===== src/rtl/hzd_pkg.sv =====
package hzd_pkg;

  typedef enum logic [1:0] {
    OPC_ALU    = 2'b00,
    OPC_LOAD   = 2'b01,
    OPC_STORE  = 2'b10,
    OPC_BRANCH = 2'b11
  } opc_e;

  typedef enum logic [1:0] {
    STEER_ADVANCE = 2'b00,
    STEER_HOLD    = 2'b01,
    STEER_DRAIN   = 2'b10,
    STEER_SLIDE   = 2'b11
  } steer_e;

endpackage


===== src/rtl/hzd_src_match.sv =====
// One consumer source against one producer destination.
module hzd_src_match #(
  parameter int REG_W = 5
) (
  input  logic             src_used,
  input  logic [REG_W-1:0] src,
  input  logic             prod_live,
  input  logic [REG_W-1:0] prod_rd,
  output logic             hit
);
  localparam logic [REG_W-1:0] ZERO_REG = '0;

  always_comb begin
    hit = src_used && prod_live && (prod_rd != ZERO_REG) && (src == prod_rd);
  end
endmodule


===== src/rtl/hzd_slot_check.sv =====
// One decode slot checked against a set of producers: NUM_SRC x NUM_PROD matches.
module hzd_slot_check #(
  parameter int REG_W    = 5,
  parameter int NUM_SRC  = 2,
  parameter int NUM_PROD = 2
) (
  input  logic                           slot_valid,
  input  logic [NUM_SRC-1:0]             src_used,
  input  logic [NUM_SRC-1:0][REG_W-1:0]  src,
  input  logic [NUM_PROD-1:0]            prod_live,
  input  logic [NUM_PROD-1:0][REG_W-1:0] prod_rd,
  output logic                           stall
);
  localparam int NUM_CMP = NUM_SRC * NUM_PROD;

  logic [NUM_CMP-1:0] hits;

  for (genvar s = 0; s < NUM_SRC; s++) begin : g_src
    for (genvar p = 0; p < NUM_PROD; p++) begin : g_prod
      hzd_src_match #(.REG_W(REG_W)) u_match (
        .src_used (src_used[s]),
        .src      (src[s]),
        .prod_live(prod_live[p]),
        .prod_rd  (prod_rd[p]),
        .hit      (hits[s*NUM_PROD + p])
      );
    end
  end

  always_comb begin
    stall = slot_valid && (|hits);
  end
endmodule


===== src/rtl/hzd_steer.sv =====
// Maps the two stall levels and the advance mode onto the group steering code.
module hzd_steer (
  input  logic        mode_fluid,
  input  logic        stall_old,
  input  logic        stall_yng,
  output logic [1:0]  steer
);
  import hzd_pkg::*;

  steer_e sel;

  always_comb begin
    if (stall_old)       sel = STEER_HOLD;
    else if (!stall_yng) sel = STEER_ADVANCE;
    else if (mode_fluid) sel = STEER_SLIDE;
    else                 sel = STEER_DRAIN;
    steer = sel;
  end
endmodule


===== src/rtl/hzd_dual_stall.sv =====
module hzd_dual_stall #(
  parameter int REG_W = 5
) (
  input  logic             mode_fluid,
  input  logic             dx0_valid,
  input  logic [REG_W-1:0] dx0_rd,
  input  logic [REG_W-1:0] dx0_rs1,
  input  logic             dx0_rs1_used,
  input  logic [REG_W-1:0] dx0_rs2,
  input  logic             dx0_rs2_used,
  input  logic             dx1_valid,
  input  logic [REG_W-1:0] dx1_rs1,
  input  logic             dx1_rs1_used,
  input  logic [REG_W-1:0] dx1_rs2,
  input  logic             dx1_rs2_used,
  input  logic             xm0_valid,
  input  logic [1:0]       xm0_class,
  input  logic [REG_W-1:0] xm0_rd,
  input  logic             xm1_valid,
  input  logic [1:0]       xm1_class,
  input  logic [REG_W-1:0] xm1_rd,
  output logic             stall_old,
  output logic             stall_yng,
  output logic [1:0]       steer
);
  import hzd_pkg::*;

  localparam int NUM_SRC  = 2;
  localparam int XM_SLOTS = 2;
  localparam int YNG_PROD = XM_SLOTS + 1;

  logic [XM_SLOTS-1:0]             xm_live;
  logic [XM_SLOTS-1:0][REG_W-1:0]  xm_rd;
  logic [YNG_PROD-1:0]             yp_live;
  logic [YNG_PROD-1:0][REG_W-1:0]  yp_rd;
  logic [NUM_SRC-1:0][REG_W-1:0]   o_src, y_src;
  logic [NUM_SRC-1:0]              o_used, y_used;
  logic                            old_dep, yng_dep;

  always_comb begin
    // Only a valid load in execute/memory cannot be forwarded in time.
    xm_live[0] = xm0_valid && (xm0_class == OPC_LOAD);
    xm_live[1] = xm1_valid && (xm1_class == OPC_LOAD);
    xm_rd[0]   = xm0_rd;
    xm_rd[1]   = xm1_rd;
    // Younger slot also sees the older decode slot as a producer of any class.
    yp_live    = {dx0_valid, xm_live};
    yp_rd      = {dx0_rd, xm_rd};
    o_src      = {dx0_rs2, dx0_rs1};
    o_used     = {dx0_rs2_used, dx0_rs1_used};
    y_src      = {dx1_rs2, dx1_rs1};
    y_used     = {dx1_rs2_used, dx1_rs1_used};
  end

  hzd_slot_check #(.REG_W(REG_W), .NUM_SRC(NUM_SRC), .NUM_PROD(XM_SLOTS)) u_old (
    .slot_valid(dx0_valid),
    .src_used  (o_used),
    .src       (o_src),
    .prod_live (xm_live),
    .prod_rd   (xm_rd),
    .stall     (old_dep)
  );

  hzd_slot_check #(.REG_W(REG_W), .NUM_SRC(NUM_SRC), .NUM_PROD(YNG_PROD)) u_yng (
    .slot_valid(dx1_valid),
    .src_used  (y_used),
    .src       (y_src),
    .prod_live (yp_live),
    .prod_rd   (yp_rd),
    .stall     (yng_dep)
  );

  always_comb begin
    stall_old = old_dep;
    stall_yng = yng_dep || (dx1_valid && old_dep);
  end

  hzd_steer u_steer (
    .mode_fluid(mode_fluid),
    .stall_old (stall_old),
    .stall_yng (stall_yng),
    .steer     (steer)
  );
endmodule


===== config.mk =====
export PLATFORM = sky130hd
export DESIGN_NAME = hzd_dual_stall
export DESIGN_NICKNAME = d
export VERILOG_FILES = /design/src/rtl/hzd_pkg.sv /design/src/rtl/hzd_src_match.sv /design/src/rtl/hzd_slot_check.sv /design/src/rtl/hzd_steer.sv /design/src/rtl/hzd_dual_stall.sv
export SDC_FILE = /design/constraint.sdc
export NUM_CORES = 1
export LEC_CHECK = 0
export BUFFER_PORTS_ARGS = -buffer_cell sky130_fd_sc_hd__buf_2
export CORE_UTILIZATION = 44
export DETAILED_ROUTE_END_ITERATION = 12
export PLACE_DENSITY = 0.9
export SLEW_MARGIN = 20
export SYNTH_ARGS = -nofsm -noshare
export SYNTH_HDL_FRONTEND = slang
export SYNTH_SLANG_ARGS = --single-unit

===== constraint.sdc =====
create_clock -name vclk -period 1.7
set_input_delay 0.085 -clock vclk [all_inputs]
set_output_delay 0.085 -clock vclk [all_outputs]
set_load 0.05 [all_outputs]

-- Word level (Yosys, flattened, before mapping)
Cells that the tools add are included.
- register bits after elaboration: 0
- input port bits: 48
- equal/unequal tests: 12
- muxes and demuxes: 3
- reductions and logical operators: 41
- operators with widths (operator ; count):
    $eq 5x5->1 ; 10
    $logic_and 1x1->1 ; 35
    $reduce_bool 5->1 ; 3
    $reduce_or 6->1 ; 1
    $eq 2x1->1 const B ; 2
    $mux 2 ; 2
    $reduce_or 4->1 ; 1
    $logic_or 1x1->1 ; 1
    $mux 1 ; 1

-- Depth between registers and ports, before layout
- word-level depth: 11
- mapped depth: 7

-- Hierarchy
Synthesis repeated with hierarchy kept, for this count alone.
- cell total of the unflattened synthesis: 108
- area, all modules: 829.5 um2
- modules (own cells, without submodules) (module ; instances ; cells an instance ; area each (um2) ; sequential area each (um2)):
    hzd_src_match ; 10 ; 10 ; 76.3 ; 0.0
    hzd_dual_stall ; 1 ; 3 ; 25.0 ; 0.0
    hzd_slot_check (u_yng) ; 1 ; 2 ; 16.3 ; 0.0
    hzd_steer ; 1 ; 2 ; 13.8 ; 0.0
    hzd_slot_check (u_old) ; 1 ; 1 ; 11.3 ; 0.0

-- Worst setup path after synthesis
No wires, ideal clock.
- path kind: input -> output
- start point: in xm0_rd[4]
- end point: out stall_yng
- data arrival time: 1.910 ns
- path slack: -0.295 ns
- stages on the path: 7
- path through: clkbuf_1 -> xor2_1 -> nor4_1 -> nand3_1 -> a21boi_0 -> o21a_1 -> o21a_1
- cells in the longest elaborated chain, start to end: 7
- elaborated cells between the ends (all ways): 19
- classes of those cells: eq/ne: 4; reduce/logical: 15
- ends and longest elaborated chain (what ; line ; RTL):
    from (decl) ; hzd_dual_stall.sv:18 ; input logic [REG_W-1:0] xm0_rd,
    $reduce_bool 5->1 ; hzd_src_match.sv:14 ; hit = src_used && prod_live && (prod_rd != ZERO_REG) && (src == prod_rd);
    $logic_and 1x1->1 (2 in series) ; hzd_src_match.sv:14 ;
    $reduce_or 4->1 * ; hzd_slot_check.sv:31 ; stall = slot_valid && (|hits);
    $logic_and 1x1->1 * ; hzd_slot_check.sv:31 ;
    net stall_old ; hzd_dual_stall.sv:22 ; output logic stall_old,
    $logic_and 1x1->1 * ; hzd_dual_stall.sv:75 ; stall_yng = yng_dep || (dx1_valid && old_dep);
    $logic_or 1x1->1 * ; hzd_dual_stall.sv:75 ;
    to (decl) ; hzd_dual_stall.sv:23 ; output logic stall_yng,
The timed path passes the listed nets; every way through them passes the cells marked *.

-- Worst setup path in the final report
- start point: in xm1_rd[2]
- end point: out steer[0]
- cells in the longest elaborated chain, start to end: 9
- elaborated cells between the ends (all ways): 21
- classes of those cells: eq/ne: 4; mux: 2; reduce/logical: 15
- ends and longest elaborated chain (what ; line ; RTL):
    from (decl) ; hzd_dual_stall.sv:21 ; input logic [REG_W-1:0] xm1_rd,
    $reduce_bool 5->1 ; hzd_src_match.sv:14 ;
    $logic_and 1x1->1 (2 in series) ; hzd_src_match.sv:14 ;
    $reduce_or 4->1 ; hzd_slot_check.sv:31 ;
    $logic_and 1x1->1 ; hzd_slot_check.sv:31 ;
    $logic_and 1x1->1 ; hzd_dual_stall.sv:75 ;
    $logic_or 1x1->1 ; hzd_dual_stall.sv:75 ;
    $mux 2 ; hzd_steer.sv:14 ; else if (!stall_yng) sel = STEER_ADVANCE;
    $mux 2 * ; hzd_steer.sv:13 ; if (stall_old) sel = STEER_HOLD;
    to (decl) ; hzd_dual_stall.sv:24 ; output logic [1:0] steer
Mark *: on every way between the ends. The rest lies on a longest branch, timed or not.

==> summary.txt <==
Floorplan
  – Die W: 42.8 um
  – Cell row count: 14
  – IO Pins: 52
  – Die outline height: 42.8 um
  – Die Area: 0.00183 mm2
  – Starting Density: 0.479
  – Core Area: 0.00152 mm2

Layout
  – FF/Latch Area: 0 um2
  – Area Growth Syn to Fin: 59.4%
  – FILL cells: 109
  – FF+latch count: 0
  – Layout cells sized above 1: 0.500
  – Multi-input combinational cell area: 709 um2
  – Clock Buffer Count: 0
  – Layout Nets: 212
  – Diodes inserted: 0
  – Final core occ: 0.764
  – Final non-filler cell total: 178

Power
  – P per Cell Area: 235 mW/mm2
  – Max VDD drop: 0.156 mV
  – Leakage power: 0.561 nW
  – Final Power: 0.274 mW

Drt
  – Vias: 974
  – Post-DRT Antenna Nets: 0
  – DRC violations left: 0
  – Vias per cell: 5.47
  – WL/cell: 14.4 um
  – Starting DRC count in detailed routing: 32
  – Final wirelength: 2570 um
  – DR pass1 iterations: 4

CTS
  – Post-CTS Setup Inserts: 0
  – Cts hold-fix bufs: 0

Critical path
  – Crit path required time: 1.62 ns
  – Setup Crit Path Kind: primary input to output pin
  – Crit path max fanout: 3
  – CP Capture Type: output pin
  – Startpoint types: primary input
  – Arrival @ worst endpoint: 1.64 ns

Timing
  – RSZ-0062 raised after global routing: yes
  – Post-route setup slack: -0.0212 ns
  – Post-route setup TNS: -0.0430 ns
  – Final Hold Viols: 0
  – Worst slew pin tran: 0.285 ns
  – Max_slew headroom: 0.808
  – Final Max Slew Viols: 0
  – Final worst path period share: 1.01
  – Crit path time final: 1.72 ns
  – Final Setup Violations: 3
  – FMAX: 581 MHz

Synth
  – Netlist cell types: 25
  – Synth warnings: 0
  – Post-Syn Instances: 100
  – Top cells by area, synth: xor2_1 (46%), xnor2_1 (14%), nor4_1 (6.8%)
  – Yosys top cell area share: 0.455
  – Synth top cells by count: xor2_1 (38), xnor2_1 (12), nand3_1 (8), nor4_1 (8), clkbuf_1 (6)
  – Syn Nets: 148
  – Largest area contributor in the netlist: xor2_1
  – Cell Area, Synth: 731 um2
  – Post-synthesis sequential area ratio: 0
  – Most frequent cell after synthesis: xor2_1
  – Mean Syn Cell Area: 7.31 um2

Global route
  – Global-route wire length before repair: 3930 um
  – Initial antenna violation count: 0
  – Largest net degree at the start of global routing: 6
  – Total gr overflow: 0
  – GRT Total Usage: 0.271
  – Vias in the first global route: 926

Run
  – Max_cap viols: 0

Worst hold path
  – Hold_sp: dx1_valid
  – Min-Delay Path Depth: 3
  – Worst hold path class: primary input to output pin
  – Hold Path End: stall_yng

Status
  – Status: finished, violations left
  – Violated checks: setup timing

Placed design
  – Port bufs: 52
  – GPL Wtd Cong: 0.911
  – Placed cell count: 178
  – DP HPWL: 2120 um
cell type report:
cell class,instances,area share
multi-input combinational,90,0.609
tap,16,0.0172
timing repair buffer,72,0.374
critical path, stage by stage:
cell     delay (ns)
buf_6          0.09
or4_4          0.54
o21ai_4        0.20
o21ai_2        0.07
a211o_1        0.28
a31o_2         0.22
buf_6          0.15
worst max-delay path by stage:
stage	cells past startpoint	slack (ns)	start	to
finish	7	-0.02	xm1_rd[2]	steer[0]
global route	10	-0.08	xm1_rd[3]	steer[1]
CTS	7	-0.05	xm1_rd[2]	steer[0]
detailed placement	7	-0.16	xm1_rd[1]	steer[0]
global placement	7	-0.09	xm1_rd[1]	steer[0]
floorplan	6	0.007	xm1_rd[2]	steer[1]
metal layers:
metal | wire length, um | track usage
met1 | 1120 | 0.354
met2 | 1290 | 0.500
met3 | 124 | 0
met4 | 41 | 0.0438
met5 | 0 | 0
power breakdown:
group	switching, mW	leakage (nW)	internal, mW
Combinational	0.134	0.561	0.140
Sequential	0	0	0
Clock	0	0	0
metrics by stage:
step / hold slack [ns] / instance area (um2) / setup WS [ns]
after floorplan: 0.328 / 739 / 0.00710
after global placement: 0.577 / 1120 / -0.0941
after detailed placement: 0.579 / 1120 / -0.163
after CTS: 0.533 / 1160 / -0.0471
after global routing: 0.551 / 1160 / -0.0750
final: 0.536 / 1160 / -0.0212
layout by cell type (no fill, tap or decap), types with 2 or more instances in the layout:
cell type	count
nor4_1	8
nand4_1	2
nor2_1	2
xor2_1	38
buf_4	20
nor3_1	2
buf_6	4
nand3_1	8
buf_2	48
nand2_1	2
xnor2_1	12
cells by family after synthesis:
family / share of synthesized area
buffers and inverters: 0.0685
XOR/XNOR: 0.599
AND/OR/NAND/NOR: 0.221
AO/OA/AOI/OAI: 0.111
repair_timing:
action                     CTS  global route
pin swaps                    6             2
hold endpoints to repair     0             0
gates resized for setup     11             2
setup endpoints to repair    3             3
No activity file was read; power rests on OpenSTA's default activity.
